===== config.mk =====
export PLATFORM = sky130hd
export DESIGN_NAME = seq_divider
export DESIGN_NICKNAME = d
export VERILOG_FILES = /design/src/rtl/seq_divider.sv
export SDC_FILE = /design/constraint.sdc
export NUM_CORES = 1
export LEC_CHECK = 0
export BUFFER_PORTS_ARGS = -buffer_cell sky130_fd_sc_hd__buf_2
export CAP_MARGIN = 30
export CORE_UTILIZATION = 45
export DETAILED_ROUTE_END_ITERATION = 10
export SLEW_MARGIN = 20
export SYNTH_ARGS = -nofsm -noshare
export SYNTH_HDL_FRONTEND = slang
export SYNTH_SLANG_ARGS = --single-unit
export TNS_END_PERCENT = 10

===== constraint.sdc =====
create_clock -name clk -period 5.95 [get_ports clk]
set_clock_uncertainty 0.15 [all_clocks]
set_input_delay 1.19 -clock clk [delete_from_list [all_inputs] [get_ports clk]]
set_output_delay 1.19 -clock clk [all_outputs]
set_load 0.01 [all_outputs]

===== src/rtl/seq_divider.sv =====
module seq_divider #(
  parameter int W = 32
) (
  input  logic         clk,
  input  logic         rst_n,
  input  logic         start,
  input  logic         is_signed,
  input  logic [W-1:0] dividend,
  input  logic [W-1:0] divisor,
  output logic         busy,
  output logic         done,
  output logic [W-1:0] quotient,
  output logic [W-1:0] remainder,
  output logic         div_by_zero,
  output logic         overflow
);
  localparam int CW = $clog2(W + 1);

  typedef enum logic [1:0] {IDLE, RUN, FIX} state_t;
  state_t st;

  logic [2*W:0] acc;
  logic [W:0]   dsr;
  logic [CW-1:0] cnt;
  logic         neg_q, neg_r, dbz, ovf;
  logic [W-1:0] dvd_raw;

  wire a_neg = is_signed & dividend[W-1];
  wire b_neg = is_signed & divisor[W-1];
  wire [W-1:0] a_mag = a_neg ? -dividend : dividend;
  wire [W-1:0] b_mag = b_neg ? -divisor : divisor;
  wire accept = start && (st == IDLE);

  wire [W:0]   hi   = acc[2*W:W];
  wire [W+1:0] trial = {1'b0, hi} - {1'b0, dsr};
  wire         fits = ~trial[W+1];
  wire [W:0]   kept = fits ? trial[W:0] : hi;

  wire [W-1:0] q_mag = acc[W-1:0];
  wire [W-1:0] r_mag = acc[2*W:W+1];

  assign busy = (st != IDLE);

  always_ff @(posedge clk or negedge rst_n) begin
    if (!rst_n) begin
      st          <= IDLE;
      acc         <= '0;
      dsr         <= '0;
      cnt         <= '0;
      neg_q       <= 1'b0;
      neg_r       <= 1'b0;
      dbz         <= 1'b0;
      ovf         <= 1'b0;
      dvd_raw     <= '0;
      done        <= 1'b0;
      quotient    <= '0;
      remainder   <= '0;
      div_by_zero <= 1'b0;
      overflow    <= 1'b0;
    end else begin
      done <= 1'b0;
      case (st)
        IDLE: if (accept) begin
          acc     <= {{W{1'b0}}, a_mag, 1'b0};
          dsr     <= {1'b0, b_mag};
          cnt     <= '0;
          neg_q   <= a_neg ^ b_neg;
          neg_r   <= a_neg;
          dbz     <= (divisor == '0);
          ovf     <= is_signed && (dividend == {1'b1, {(W-1){1'b0}}}) && (divisor == '1);
          dvd_raw <= dividend;
          st      <= RUN;
        end
        RUN: begin
          acc <= {kept[W-1:0], acc[W-1:0], fits};
          cnt <= cnt + 1'b1;
          if (cnt == CW'(W - 1)) st <= FIX;
        end
        FIX: begin
          quotient    <= dbz ? '1 : (neg_q ? -q_mag : q_mag);
          remainder   <= dbz ? dvd_raw : (neg_r ? -r_mag : r_mag);
          div_by_zero <= dbz;
          overflow    <= ovf;
          done        <= 1'b1;
          st          <= IDLE;
        end
        default: st <= IDLE;
      endcase
    end
  end
endmodule


==> impl_metrics.sql, run 1 <==
INSERT INTO impl_metrics (metric_group, metric, value, unit) VALUES
('detailed_routing', 'wl_per_cell', '16.6', 'µm'),
('sta', 'report.final.setup_viol', '0', ''),
('min_path', 'timing.hold.worst_endpoint', 'ovf', ''),
('logic_synthesis', 'area_fraction_in_compound_gates_after_synthesis', '0.207', ''),
('die', 'fp.coreArea', '27800', 'µm²'),
('cells_and_area', 'insertedDiodeCount', '0', ''),
('critical_path', 'crit_required', '6.18', 'ns'),
('sta', 'slew-limit-headroom', '0.288', ''),
('critical_path', 'critical_path_arrival', '4.16', 'ns'),
('logic_synthesis', 'synthTopCellsByArea', 'sky130_fd_sc_hd__dfrtp_1 41%, sky130_fd_sc_hd__o21ai_0 7.2%, sky130_fd_sc_hd__nand2_1 7.1%', ''),
('logic_synthesis', 'ys_ff_latch', '208', ''),
('run', 'cap_violations', '0', ''),
('logic_synthesis', 'syn_avg_cell_area', '8.43', 'µm²'),
('placement', 'placement.io_buffers', '135', ''),
('logic_synthesis', 'syn-instance-count', '1510', ''),
('cts', 'numCtsBuffers', '25', ''),
('cts', 'ctsHtreeMaxLevel', '1', ''),
('sta', 'max_transition_viols_final', '0', ''),
('grt', 'antenna_found_initial', '1', ''),
('cells_and_area', 'layout-area-overhead-vs-synth', '14.1', '%'),
('power', 'ir_drop', '229', 'µV'),
('logic_synthesis', 'synth_cell_type_count', '64', ''),
('placement', 'globalplace.congestion', '0.890', ''),
('sta', 'hold_slack', '0.315', 'ns'),
('die', 'die_h', '170', 'µm'),
('sta', 'rsz0062_at_grt', 'false', ''),
('detailed_routing', 'detail_route.iter0.violations', '803', ''),
('logic_synthesis', 'post_synth_fa_ha_maj_area_fraction', '0.0389', ''),
('detailed_routing', 'drc', '0', ''),
('logic_synthesis', 'synth-warning-count', '0', ''),
('critical_path', 'crit_path_max_fanout', '20', ''),
('min_path', 'min-delay-path-class', 'reg2reg', ''),
('cts', 'buffer_count_from_post_cts_setup_fixing', '0', ''),
('cts', 'clk_transition_reported_paths', '0.06', 'ns'),
('cts', 'clkLatencyLatePin', '0.52', 'ns'),
('die', 'start_util', '0.458', ''),
('logic_synthesis', 'synth_top_area_frac', '0.409', ''),
('cells_and_area', 'num-fill-cells', '2742', ''),
('cts', 'cts_hold_buf', '0', ''),
('logic_synthesis', 'number_of_enable_flip_flop_cells_after_synthesis', '0', ''),
('cells_and_area', 'layout.area.seq', '5210', 'µm²'),
('critical_path', 'critPathLaunchType', 'flip-flop', ''),
('run_status', 'status', 'complete, no violations', ''),
('grt', 'grt_overflow', '0', ''),
('die', 'design.die.area', '29000', 'µm²'),
('critical_path', 'timing_worst_setup_path_type', 'reg2reg', ''),
('logic_synthesis', 'synth_sequential_area_ratio', '0.409', ''),
('grt', 'largest_net_degree_at_the_start_of_global_routing', '125', ''),
('critical_path', 'regToRegEndpoint', 'acc[53]', ''),
('logic_synthesis', 'synth-xor-area-share', '0.101', ''),
('logic_synthesis', 'synth.net_count', '1617', ''),
('cells_and_area', 'multi_input_area', '7010', 'µm²'),
('sta', 'hold_viol', '0', ''),
('sta', 'final.period_utilization', '0.660', ''),
('critical_path', 'number_of_cells_on_the_worst_reg_to_reg_path', '9', ''),
('sta', 'post-route-min-period', '3.93', 'ns'),
('min_path', 'hp-start', 'ovf', ''),
('logic_synthesis', 'simple_gate_portion_of_the_synthesized_area', '0.183', ''),
('die', 'io-pin-count', '136', ''),
('sta', 'max_clock_freq', '255', 'MHz'),
('logic_synthesis', 'mappedNetlistArea', '12700', 'µm²'),
('logic_synthesis', 'asr_flop_ratio_synth', '1.00', ''),
('die', 'std_cell_rows', '61', ''),
('logic_synthesis', 'synth-main-ff-cell', 'sky130_fd_sc_hd__dfrtp_1', ''),
('power', 'power_density', '485', 'nW/µm²'),
('cts', 'clock-root-buffer', 'sky130_fd_sc_hd__clkbuf_16', ''),
('logic_synthesis', 'synth_top_family_by_area', 'compound AO/OA/AOI/OAI gates', ''),
('cells_and_area', 'share_of_final_layout_standard_cells_stronger_than_drive_strength_1', '0.131', ''),
('min_path', 'min_delay_path_depth', '2', ''),
('cts', 'clock_tree_from_tritoncts', 'done', ''),
('critical_path', 'reg2reg_from', 'acc[36]', '');
## sequential cells by signal (all words and copies together) (netlist names)
| name | flops |
|---|---|
| neg_r | 1 |
| dvd_raw | 32 |
| st | 2 |
| ovf | 1 |
| neg_q | 1 |
| overflow | 1 |
| div_by_zero | 1 |
| dbz | 1 |
| quotient | 32 |
| remainder | 32 |
| acc | 65 |
| done | 1 |
| dsr | 32 |
| cnt | 6 |
## through the flow
stage                     cells  setup slack, ns   util  power (mW)  instance area [µm²]
after global routing       1989             1.76  0.523        7.65                14500
after global placement     1943             2.02  0.492        5.47                13700
after detailed placement   1943             1.99  0.492        5.52                13700
final                      1989             2.02  0.523        7.05                14500
after floorplan            1510             2.65      -        4.72                12700
after CTS                  1988             2.04  0.523        7.08                14500
## report_power, final
group	leakage (nW)	switching, mW	total, mW	internal (mW)
clock network	0.411	0.600	1.53	0.925
logic	3.50	1.81	3.19	1.38
registers	2.51	0.520	2.33	1.81
## cells in the final DEF, fill, tap and decap left out, types with 25 or more instances in the layout
cell type | synthesis | final
sky130_fd_sc_hd__nand2_1 | 241 | 240
sky130_fd_sc_hd__o31ai_1 | 30 | 30
sky130_fd_sc_hd__xor2_1 | 91 | 91
sky130_fd_sc_hd__a21oi_1 | 103 | 103
sky130_fd_sc_hd__dfrtp_1 | 208 | 207
sky130_fd_sc_hd__buf_2 | 1 | 134
sky130_fd_sc_hd__nand3_1 | 31 | 31
sky130_fd_sc_hd__inv_1 | 51 | 51
sky130_fd_sc_hd__ha_1 | 38 | 38
sky130_fd_sc_hd__a22oi_1 | 29 | 29
sky130_fd_sc_hd__o21ai_0 | 184 | 184
sky130_fd_sc_hd__xnor2_1 | 56 | 56
sky130_fd_sc_hd__nor2_1 | 99 | 98
sky130_fd_sc_hd__clkbuf_16 | 0 | 25
## area by class of cell
class / instances / area share
Clock buffer: 37 / 0.0523
Clock inverter: 8 / 0.00534
Inverter: 51 / 0.0132
Multi-Input combinational cell: 1157 / 0.482
Sequential cell: 208 / 0.358
Tap cell: 378 / 0.0325
Timing Repair Buffer: 150 / 0.0562
## worst max-delay path by stage
stage,slack (ns),to,cells after the start,startpoint
2_1_floorplan,2.65,acc[25],8,dividend[3]
3_3_place_gp,2.02,acc[30],9,dividend[3]
3_5_place_dp,1.99,acc[30],9,dividend[3]
4_1_cts,2.04,acc[53],9,acc[40]
5_1_grt,1.76,acc[53],9,acc[40]
6_report,2.02,acc[53],9,acc[36]
## kinds of logic after synthesis
kind of cell / Yosys count
multiplexers: 23
AND/OR/NAND/NOR: 509
adder cells (fa/ha/maj): 39
buffers and inverters: 145
XOR/XNOR: 147
flip-flops: 208
AO/OA/AOI/OAI: 439
## routing by layer
metal	global-route usage	vias up	wire [µm]
met1	0.319	5152	15800
met3	0.0247	57	1350
met5	0	-	14
met2	0.387	245	15000
li1	-	5492	-
met4	0.0736	2	940
## cells in the mapped netlist, types with 19 or more instances
| library cell | n |
|---|---|
| sky130_fd_sc_hd__o21ai_0 | 184 |
| sky130_fd_sc_hd__xor2_1 | 91 |
| sky130_fd_sc_hd__nand2_1 | 241 |
| sky130_fd_sc_hd__nand4_1 | 19 |
| sky130_fd_sc_hd__clkbuf_1 | 86 |
| sky130_fd_sc_hd__nor2_1 | 99 |
| sky130_fd_sc_hd__xnor2_1 | 56 |
| sky130_fd_sc_hd__a22oi_1 | 29 |
| sky130_fd_sc_hd__and3_1 | 22 |
| sky130_fd_sc_hd__inv_1 | 51 |
| sky130_fd_sc_hd__nand3_1 | 31 |
| sky130_fd_sc_hd__dfrtp_1 | 208 |
| sky130_fd_sc_hd__a21oi_1 | 103 |
| sky130_fd_sc_hd__ha_1 | 38 |
| sky130_fd_sc_hd__mux2i_1 | 23 |
| sky130_fd_sc_hd__o31ai_1 | 30 |
## worst max-delay path, cell delays in order, from the launching register on
cell	delay [ns]
sky130_fd_sc_hd__dfrtp_1	0.47
sky130_fd_sc_hd__ha_1	0.40
sky130_fd_sc_hd__a21o_1	0.22
sky130_fd_sc_hd__a31oi_1	0.24
sky130_fd_sc_hd__a211oi_1	0.17
sky130_fd_sc_hd__o211ai_1	0.35
sky130_fd_sc_hd__a31o_2	0.40
sky130_fd_sc_hd__and2_1	0.76
sky130_fd_sc_hd__nand2b_1	0.45
sky130_fd_sc_hd__o21ai_0	0.17
Power figures use the tool's default switching activity.
==> run 2, diff against run 1 <==
ABC_AREA = 1   (was unset)
PLACE_DENSITY = 0.66   (was unset)
clock period = 3.6 ns   (was 5.95 ns; I/O delays follow)
==> impl_metrics.sql, run 2 <==
INSERT INTO impl_metrics (metric_group, metric, value, unit) VALUES
('sta', 'slew-limit-headroom', '0.486', ''),
('logic_synthesis', 'post_synth_most_frequent_cells', '613 x sky130_fd_sc_hd__nand2_1, 318 x sky130_fd_sc_hd__inv_1, 241 x sky130_fd_sc_hd__nand3_1', ''),
('detailed_routing', 'detail_route.iter0.violations', '1606', ''),
('logic_synthesis', 'synth-main-ff-cell', 'sky130_fd_sc_hd__dfrtp_1', ''),
('power', 'power_density', '1010', 'nW/µm²'),
('critical_path', 'slowest_delay', '0.51', 'ns'),
('critical_path', 'critical_path_arrival', '3.07', 'ns'),
('cells_and_area', 'layout-area-overhead-vs-synth', '13.6', '%'),
('power', 'leakagePower', '8.51', 'nW'),
('critical_path', 'cell_at_the_slowest_stage_of_the_critical_path', 'sky130_fd_sc_hd__dfrtp_1', ''),
('cells_and_area', 'layout.cells.most_common', 'sky130_fd_sc_hd__nand2_1', ''),
('detailed_routing', 'drc', '0', ''),
('grt', 'grt_first_pass_wirelength', '77200', 'µm'),
('die', 'dieWidth', '183', 'µm'),
('critical_path', 'timing_worst_setup_path_type', 'reg2reg', ''),
('detailed_routing', 'wl', '49300', 'µm'),
('critical_path', 'crit_required', '3.87', 'ns'),
('logic_synthesis', 'asr_flop_ratio_synth', '1.00', ''),
('critical_path', 'critPathMostFrequentCell', 'sky130_fd_sc_hd__nand2_1', ''),
('cells_and_area', 'largest-register', 'acc', ''),
('cts', 'clock-root-buffer', 'sky130_fd_sc_hd__clkbuf_16', ''),
('cells_and_area', 'share_of_final_layout_standard_cells_stronger_than_drive_strength_1', '0.117', ''),
('cells_and_area', 'largest_register_ffs', '65', ''),
('grt', 'grt_overflow', '0', ''),
('die', 'die_h', '183', 'µm'),
('grt', 'vias_in_the_first_global_route', '14000', ''),
('die', 'design.die.area', '33600', 'µm²'),
('logic_synthesis', 'synthDominantAreaCellType', 'sky130_fd_sc_hd__dfrtp_1', ''),
('logic_synthesis', 'synth-warning-count', '0', ''),
('cts', 'buffer_count_from_post_cts_setup_fixing', '0', ''),
('die', 'fp.coreArea', '32500', 'µm²'),
('cells_and_area', 'nets', '2416', ''),
('critical_path', 'worst-path-stages', '11', ''),
('cts', 'ctsHtreeMaxLevel', '1', ''),
('placement', 'globalplace.congestion', '1.01', ''),
('sta', 'worstMarginPinSlew', '0.765', 'ns'),
('grt', 'grt.total_usage', '0.295', ''),
('cts', 'clkLatencyLatePin', '0.54', 'ns'),
('grt', 'antenna_found_initial', '2', ''),
('placement', 'placement.io_buffers', '135', ''),
('detailed_routing', 'detail_route.vias_per_cell', '5.48', ''),
('run_status', 'status', 'complete, no violations', ''),
('cts', 'numClockSinks', '208', ''),
('critical_path', 'critical_path.endpoint_type', 'flip-flop', ''),
('logic_synthesis', 'syn_avg_cell_area', '6.74', 'µm²'),
('power', 'ir_drop', '445', 'µV'),
('run', 'cap_violations', '0', ''),
('logic_synthesis', 'syn-instance-count', '2195', ''),
('die', 'std_cell_rows', '66', ''),
('logic_synthesis', 'synth.net_count', '2302', ''),
('sta', 'post-route-min-period', '2.80', 'ns'),
('die', 'start_util', '0.456', ''),
('sta', 'report.final.setup_viol', '0', ''),
('sta', 'rsz0062_at_grt', 'false', ''),
('detailed_routing', 'drtAntennaViolNets', '0', ''),
('sta', 'final.period_utilization', '0.777', ''),
('critical_path', 'cp_top_family', 'simple AND/OR/NAND/NOR gates', ''),
('cts', 'clock_tree_from_tritoncts', 'done', ''),
('placement', 'dp_worst_setup_slack', '0.724', 'ns'),
('sta', 'max_transition_viols_final', '0', ''),
('cells_and_area', 'layout_common_cells', '612 x sky130_fd_sc_hd__nand2_1, 317 x sky130_fd_sc_hd__inv_1, 241 x sky130_fd_sc_hd__nand3_1', ''),
('critical_path', 'path_cells', 'ha_1 > a21oi_2 > nor2_1 > o21ai_1 > nand2_1 > nor2_8 > nand2_8 > nand2_2 > nand2_1 > nand2_1 > nand2_1', ''),
('logic_synthesis', 'number_of_enable_flip_flop_cells_after_synthesis', '0', ''),
('detailed_routing', 'num_vias', '15200', ''),
('logic_synthesis', 'synthTopCellsByArea', 'sky130_fd_sc_hd__dfrtp_1 35%, sky130_fd_sc_hd__nand2_1 16%, sky130_fd_sc_hd__nand3_1 8.2%', ''),
('sta', 'hold_viol', '0', ''),
('sta', 'final.setup.tns', '0', 'ns'),
('logic_synthesis', 'synth.most_common_cell', 'sky130_fd_sc_hd__nand2_1', ''),
('critical_path', 'number_of_cells_on_the_worst_reg_to_reg_path', '11', ''),
('cts', 'numCtsBuffers', '26', ''),
('die', 'io-pin-count', '136', ''),
('logic_synthesis', 'synth_sequential_area_ratio', '0.352', ''),
('cts', 'cts_hold_buf', '0', ''),
('detailed_routing', 'wl_per_cell', '17.8', 'µm'),
('detailed_routing', 'drt-pass1-iter-count', '6', ''),
('critical_path', 'critPathLaunchType', 'flip-flop', ''),
('critical_path', 'crit_path_max_fanout', '32', ''),
('cts', 'clock_path_buffers', '3', ''),
('placement', 'detailed_placement_hpwl', '38300', 'µm'),
('min_path', 'min-delay-path-class', 'in2async', ''),
('logic_synthesis', 'synth_cell_type_count', '55', ''),
('grt', 'largest_net_degree_at_the_start_of_global_routing', '75', ''),
('logic_synthesis', 'ys_ff_latch', '208', ''),
('sta', 'max_clock_freq', '358', 'MHz'),
('logic_synthesis', 'synth_top_area_frac', '0.352', ''),
('logic_synthesis', 'mappedNetlistArea', '14800', 'µm²'),
('cts', 'clk_transition_reported_paths', '0.06', 'ns'),
('critical_path', 'cp_num_buf_inv', '0', ''),
('sta', 'final_critical_path_setup_slack', '0.803', 'ns'),
('cts', 'post_cts_resize_count', '0', '');
run 2: per-stage QoR:
stage / util / cell area [µm²] / instances / total power [mW] / hold WS (ns)
detailed placement: 0.489 / 15900 / 2723 / 14.0 / 0.305
floorplan: - / 14800 / 2195 / 11.2 / 0.274
CTS: 0.517 / 16800 / 2769 / 16.8 / 0.0282
finish: 0.517 / 16800 / 2770 / 16.9 / 0.00616
global route: 0.517 / 16800 / 2769 / 18.4 / 0.0479
global placement: 0.489 / 15900 / 2723 / 13.8 / 0.302
run 2: layout make-up:
class | count | area (µm²)
Tap cell | 442 | 553
Sequential cell | 208 | 5200
Clock buffer | 37 | 783
Inverter | 330 | 1240
Multi-Input combinational cell | 1586 | 8010
Timing Repair Buffer | 157 | 876
Clock inverter | 9 | 128
Fill cell | 3320 | 15700
Antenna cell | 1 | 2.50
run 2: final timing paths:
path                                   start           to  slack, ns
worst max-delay path                 acc[58]      acc[62]       0.80
min in group clk                dividend[27]  dvd_raw[27]       0.31
worst min register to register   div_by_zero  div_by_zero       0.32
worst max register to register       acc[58]      acc[62]       0.80
max in group asynchronous              rst_n  dvd_raw[23]       2.41
worst min-delay path                   rst_n  quotient[7]      0.006
run 2: logic make-up (layout without fill, tap and decap cells):
group	after synthesis	after routing	synth area share
other	0	1	0
buffers and inverters	401	533	0.107
XOR/XNOR	61	61	0.0361
AO/OA/AOI/OAI	306	306	0.121
adder cells (fa/ha/maj)	39	39	0.0335
flip-flops	208	208	0.352
AND/OR/NAND/NOR	1180	1180	0.350
run 2: report_power, final:
part / total (mW) / switching, mW / internal, mW
sequential: 4.42 / 0.997 / 3.43
combinational: 9.69 / 6.33 / 3.36
clock: 2.79 / 1.07 / 1.72
total: 16.9 / 8.40 / 8.51
run 2: metal layers:
metal  vias up  track usage  wire length (µm)
met5         -            0                 0
met4         0       0.0897              1490
met3        98       0.0469              3880
met2       622        0.445             21200
met1      7105        0.433             22800
li1       7355            -                 -
==> run 3, diff against run 2 <==
PLACE_DENSITY = unset   (was 0.66)
clock period = 2.6 ns   (was 3.6 ns; I/O delays follow)
==> impl_metrics.sql, run 3 (synthesis results as in run 2) <==
INSERT INTO impl_metrics (metric_group, metric, value, unit) VALUES
('detailed_routing', 'drc', '0', ''),
('grt', 'antenna_found_initial', '0', ''),
('cts', 'clk_transition_reported_paths', '0.06', 'ns'),
('cts', 'clkLatencyLatePin', '0.54', 'ns'),
('critical_path', 'path_cells', 'inv_2 > ha_1 > inv_1 > fa_2 > nand3_1 > nand3_2 > nand2_1 > nand2_1 > a21oi_1 > xor2_1 > nand2_1 > nand3_1 > nand2_1', ''),
('die', 'die_h', '183', 'µm'),
('detailed_routing', 'drtAntennaViolNets', '0', ''),
('critical_path', 'cell_at_the_slowest_stage_of_the_critical_path', 'sky130_fd_sc_hd__fa_2', ''),
('cells_and_area', 'largest-register', 'acc', ''),
('placement', 'globalplace.congestion', '0.942', ''),
('run', 'cap_violations', '0', ''),
('detailed_routing', 'detail_route.vias_per_cell', '5.42', ''),
('run_status', 'status', 'complete, no violations', ''),
('sta', 'worstMarginPinSlew', '0.656', 'ns'),
('min_path', 'min_delay_path_depth', '3', ''),
('die', 'std_cell_rows', '66', ''),
('cells_and_area', 'layout_common_cells', '608 x sky130_fd_sc_hd__nand2_1, 316 x sky130_fd_sc_hd__inv_1, 240 x sky130_fd_sc_hd__nand3_1', ''),
('detailed_routing', 'detail_route.iter0.violations', '1284', ''),
('critical_path', 'critical_path_arrival', '2.74', 'ns'),
('critical_path', 'reg2reg_from', 'acc[32]', ''),
('cts', 'numCtsBuffers', '26', ''),
('placement', 'placement.io_buffers', '135', ''),
('sta', 'slew-limit-headroom', '0.562', ''),
('cts', 'buffer_count_from_post_cts_setup_fixing', '0', ''),
('grt', 'grt.total_usage', '0.317', ''),
('min_path', 'min-delay-path-class', 'in2reg', ''),
('die', 'fp.coreArea', '32500', 'µm²'),
('sta', 'max_transition_viols_final', '0', ''),
('cells_and_area', 'largest_register_ffs', '65', ''),
('cells_and_area', 'finish.cell_count_without_fillers', '2827', ''),
('grt', 'vias_in_the_first_global_route', '14600', ''),
('cells_and_area', 'layout-area-overhead-vs-synth', '17.0', '%'),
('critical_path', 'reg2reg_slack', '0.13', 'ns'),
('critical_path', 'slowest_delay', '0.38', 'ns'),
('cts', 'clock_tree_from_tritoncts', 'done', ''),
('cells_and_area', 'insertedDiodeCount', '0', ''),
('sta', 'final_critical_path_setup_slack', '0.127', 'ns'),
('grt', 'largest_net_degree_at_the_start_of_global_routing', '75', ''),
('sta', 'max_clock_freq', '404', 'MHz'),
('cts', 'clock_path_buffers', '3', ''),
('sta', 'report.final.setup_viol', '0', ''),
('min_path', 'hp-start', 'dividend[21]', ''),
('sta', 'final.setup.tns', '0', 'ns'),
('sta', 'final.period_utilization', '0.951', ''),
('detailed_routing', 'wl', '52300', 'µm'),
('die', 'design.die.area', '33600', 'µm²'),
('critical_path', 'critical_path.endpoint_type', 'flip-flop', ''),
('power', 'ir_drop', '718', 'µV'),
('detailed_routing', 'wl_per_cell', '18.5', 'µm'),
('cts', 'clock-root-buffer', 'sky130_fd_sc_hd__clkbuf_16', ''),
('critical_path', 'crit_required', '2.87', 'ns'),
('die', 'start_util', '0.456', ''),
('die', 'dieWidth', '183', 'µm'),
('cells_and_area', 'num-fill-cells', '3334', ''),
('min_path', 'timing.hold.worst_endpoint', 'acc[22]', ''),
('die', 'io-pin-count', '136', ''),
('sta', 'post-route-min-period', '2.47', 'ns'),
('critical_path', 'timing_worst_setup_path_type', 'reg2reg', ''),
('critical_path', 'regToRegEndpoint', 'acc[49]', ''),
('detailed_routing', 'num_vias', '15300', ''),
('placement', 'detailed_place.area', '16300', 'µm²'),
('cts', 'numClockSinks', '208', ''),
('cells_and_area', 'layout.cells.most_common', 'sky130_fd_sc_hd__nand2_1', ''),
('critical_path', 'critPathLaunchType', 'flip-flop', ''),
('critical_path', 'number_of_cells_on_the_worst_reg_to_reg_path', '13', ''),
('placement', 'detailed_placement_hpwl', '41600', 'µm'),
('grt', 'grt_overflow', '0', ''),
('cts', 'ctsHtreeMaxLevel', '1', ''),
('sta', 'hold_viol', '0', ''),
('sta', 'hold_slack', '0.116', 'ns'),
('cells_and_area', 'finish.instance_area', '17300', 'µm²'),
('cells_and_area', 'share_of_final_layout_standard_cells_stronger_than_drive_strength_1', '0.142', ''),
('cells_and_area', 'nets', '2474', ''),
('placement', 'dp_worst_setup_slack', '-0.0535', 'ns'),
('power', 'leakagePower', '8.81', 'nW'),
('power', 'power_density', '1400', 'nW/µm²'),
('grt', 'grt_first_pass_wirelength', '82300', 'µm'),
('critical_path', 'critPathMostFrequentCell', 'sky130_fd_sc_hd__nand2_1', ''),
('detailed_routing', 'drt-pass1-iter-count', '5', ''),
('placement', 'place.detailed.instances', '2780', ''),
('critical_path', 'crit_path_max_fanout', '4', '');
==> run 3: changes by cell type in the layout (fill, tap and decap cells not counted), moves of 3 or more <==
cell,change
sky130_fd_sc_hd__clkbuf_8,-4
sky130_fd_sc_hd__buf_12,+3
sky130_fd_sc_hd__buf_4,+54
sky130_fd_sc_hd__clkinv_4,+3
sky130_fd_sc_hd__nand2_1,-4
sky130_fd_sc_hd__nand2_2,+4
==> run 3: cell type report <==
type	instances	area (µm²)	area share
well taps	442	553	0.0320
multi-input cells	1586	8040	0.465
inverters	330	1240	0.0716
clock buffers	33	728	0.0421
flip-flops and latches	208	5200	0.301
clock inverters	13	183	0.0106
repair buffers	215	1350	0.0781
==> run 3: how the worst max path moves through the flow <==
stage	endpoint	from
3_5_place_dp	dsr[18]	divisor[0]
3_3_place_gp	dsr[18]	divisor[0]
6_report	acc[49]	acc[32]
5_1_grt	acc[61]	acc[32]
4_1_cts	acc[47]	acc[32]
2_1_floorplan	acc[49]	acc[32]
==> run 3: metrics by stage <==
| stage | total power, mW | utilization |
|---|---|---|
| 6_report | 24.3 | 0.533 |
| 5_1_grt | 26.5 | 0.533 |
| 4_1_cts | 24.2 | 0.532 |
| 3_5_place_dp | 20.2 | 0.504 |
| 3_3_place_gp | 20.1 | 0.504 |
| 2_1_floorplan | 15.5 | - |
==> run 3: repair_timing <==
action,CTS,global route
resized for setup,1,8
endpoints found under the hold margin,68,0
setup endpoints to repair,4,12
pin swaps,0,1
hold buffers,1,0
==> run 3: critical path, delay by kind of cell, from the launching register on <==
family | cells | cell delay, ns
XOR/XNOR | 1 | 0.19
flip-flops | 1 | 0.37
AND/OR/NAND/NOR | 7 | 0.66
adder cells (fa/ha/maj) | 2 | 0.57
buffers and inverters | 2 | 0.22
AO/OA/AOI/OAI | 1 | 0.22
==> run 3: routing by layer <==
layer	track usage	vias to the layer above	part of all wire
met1	0.463	7262	0.47
met3	0.0479	57	0.070
met4	0.0543	0	0.016
li1	-	7469	-
met2	0.499	541	0.44
met5	0	-	0
==> run 3: power breakdown <==
part	internal [mW]	total (mW)	switching (mW)
logic	5.23	14.5	9.25
registers	4.75	5.92	1.17
clock network	2.38	3.86	1.49
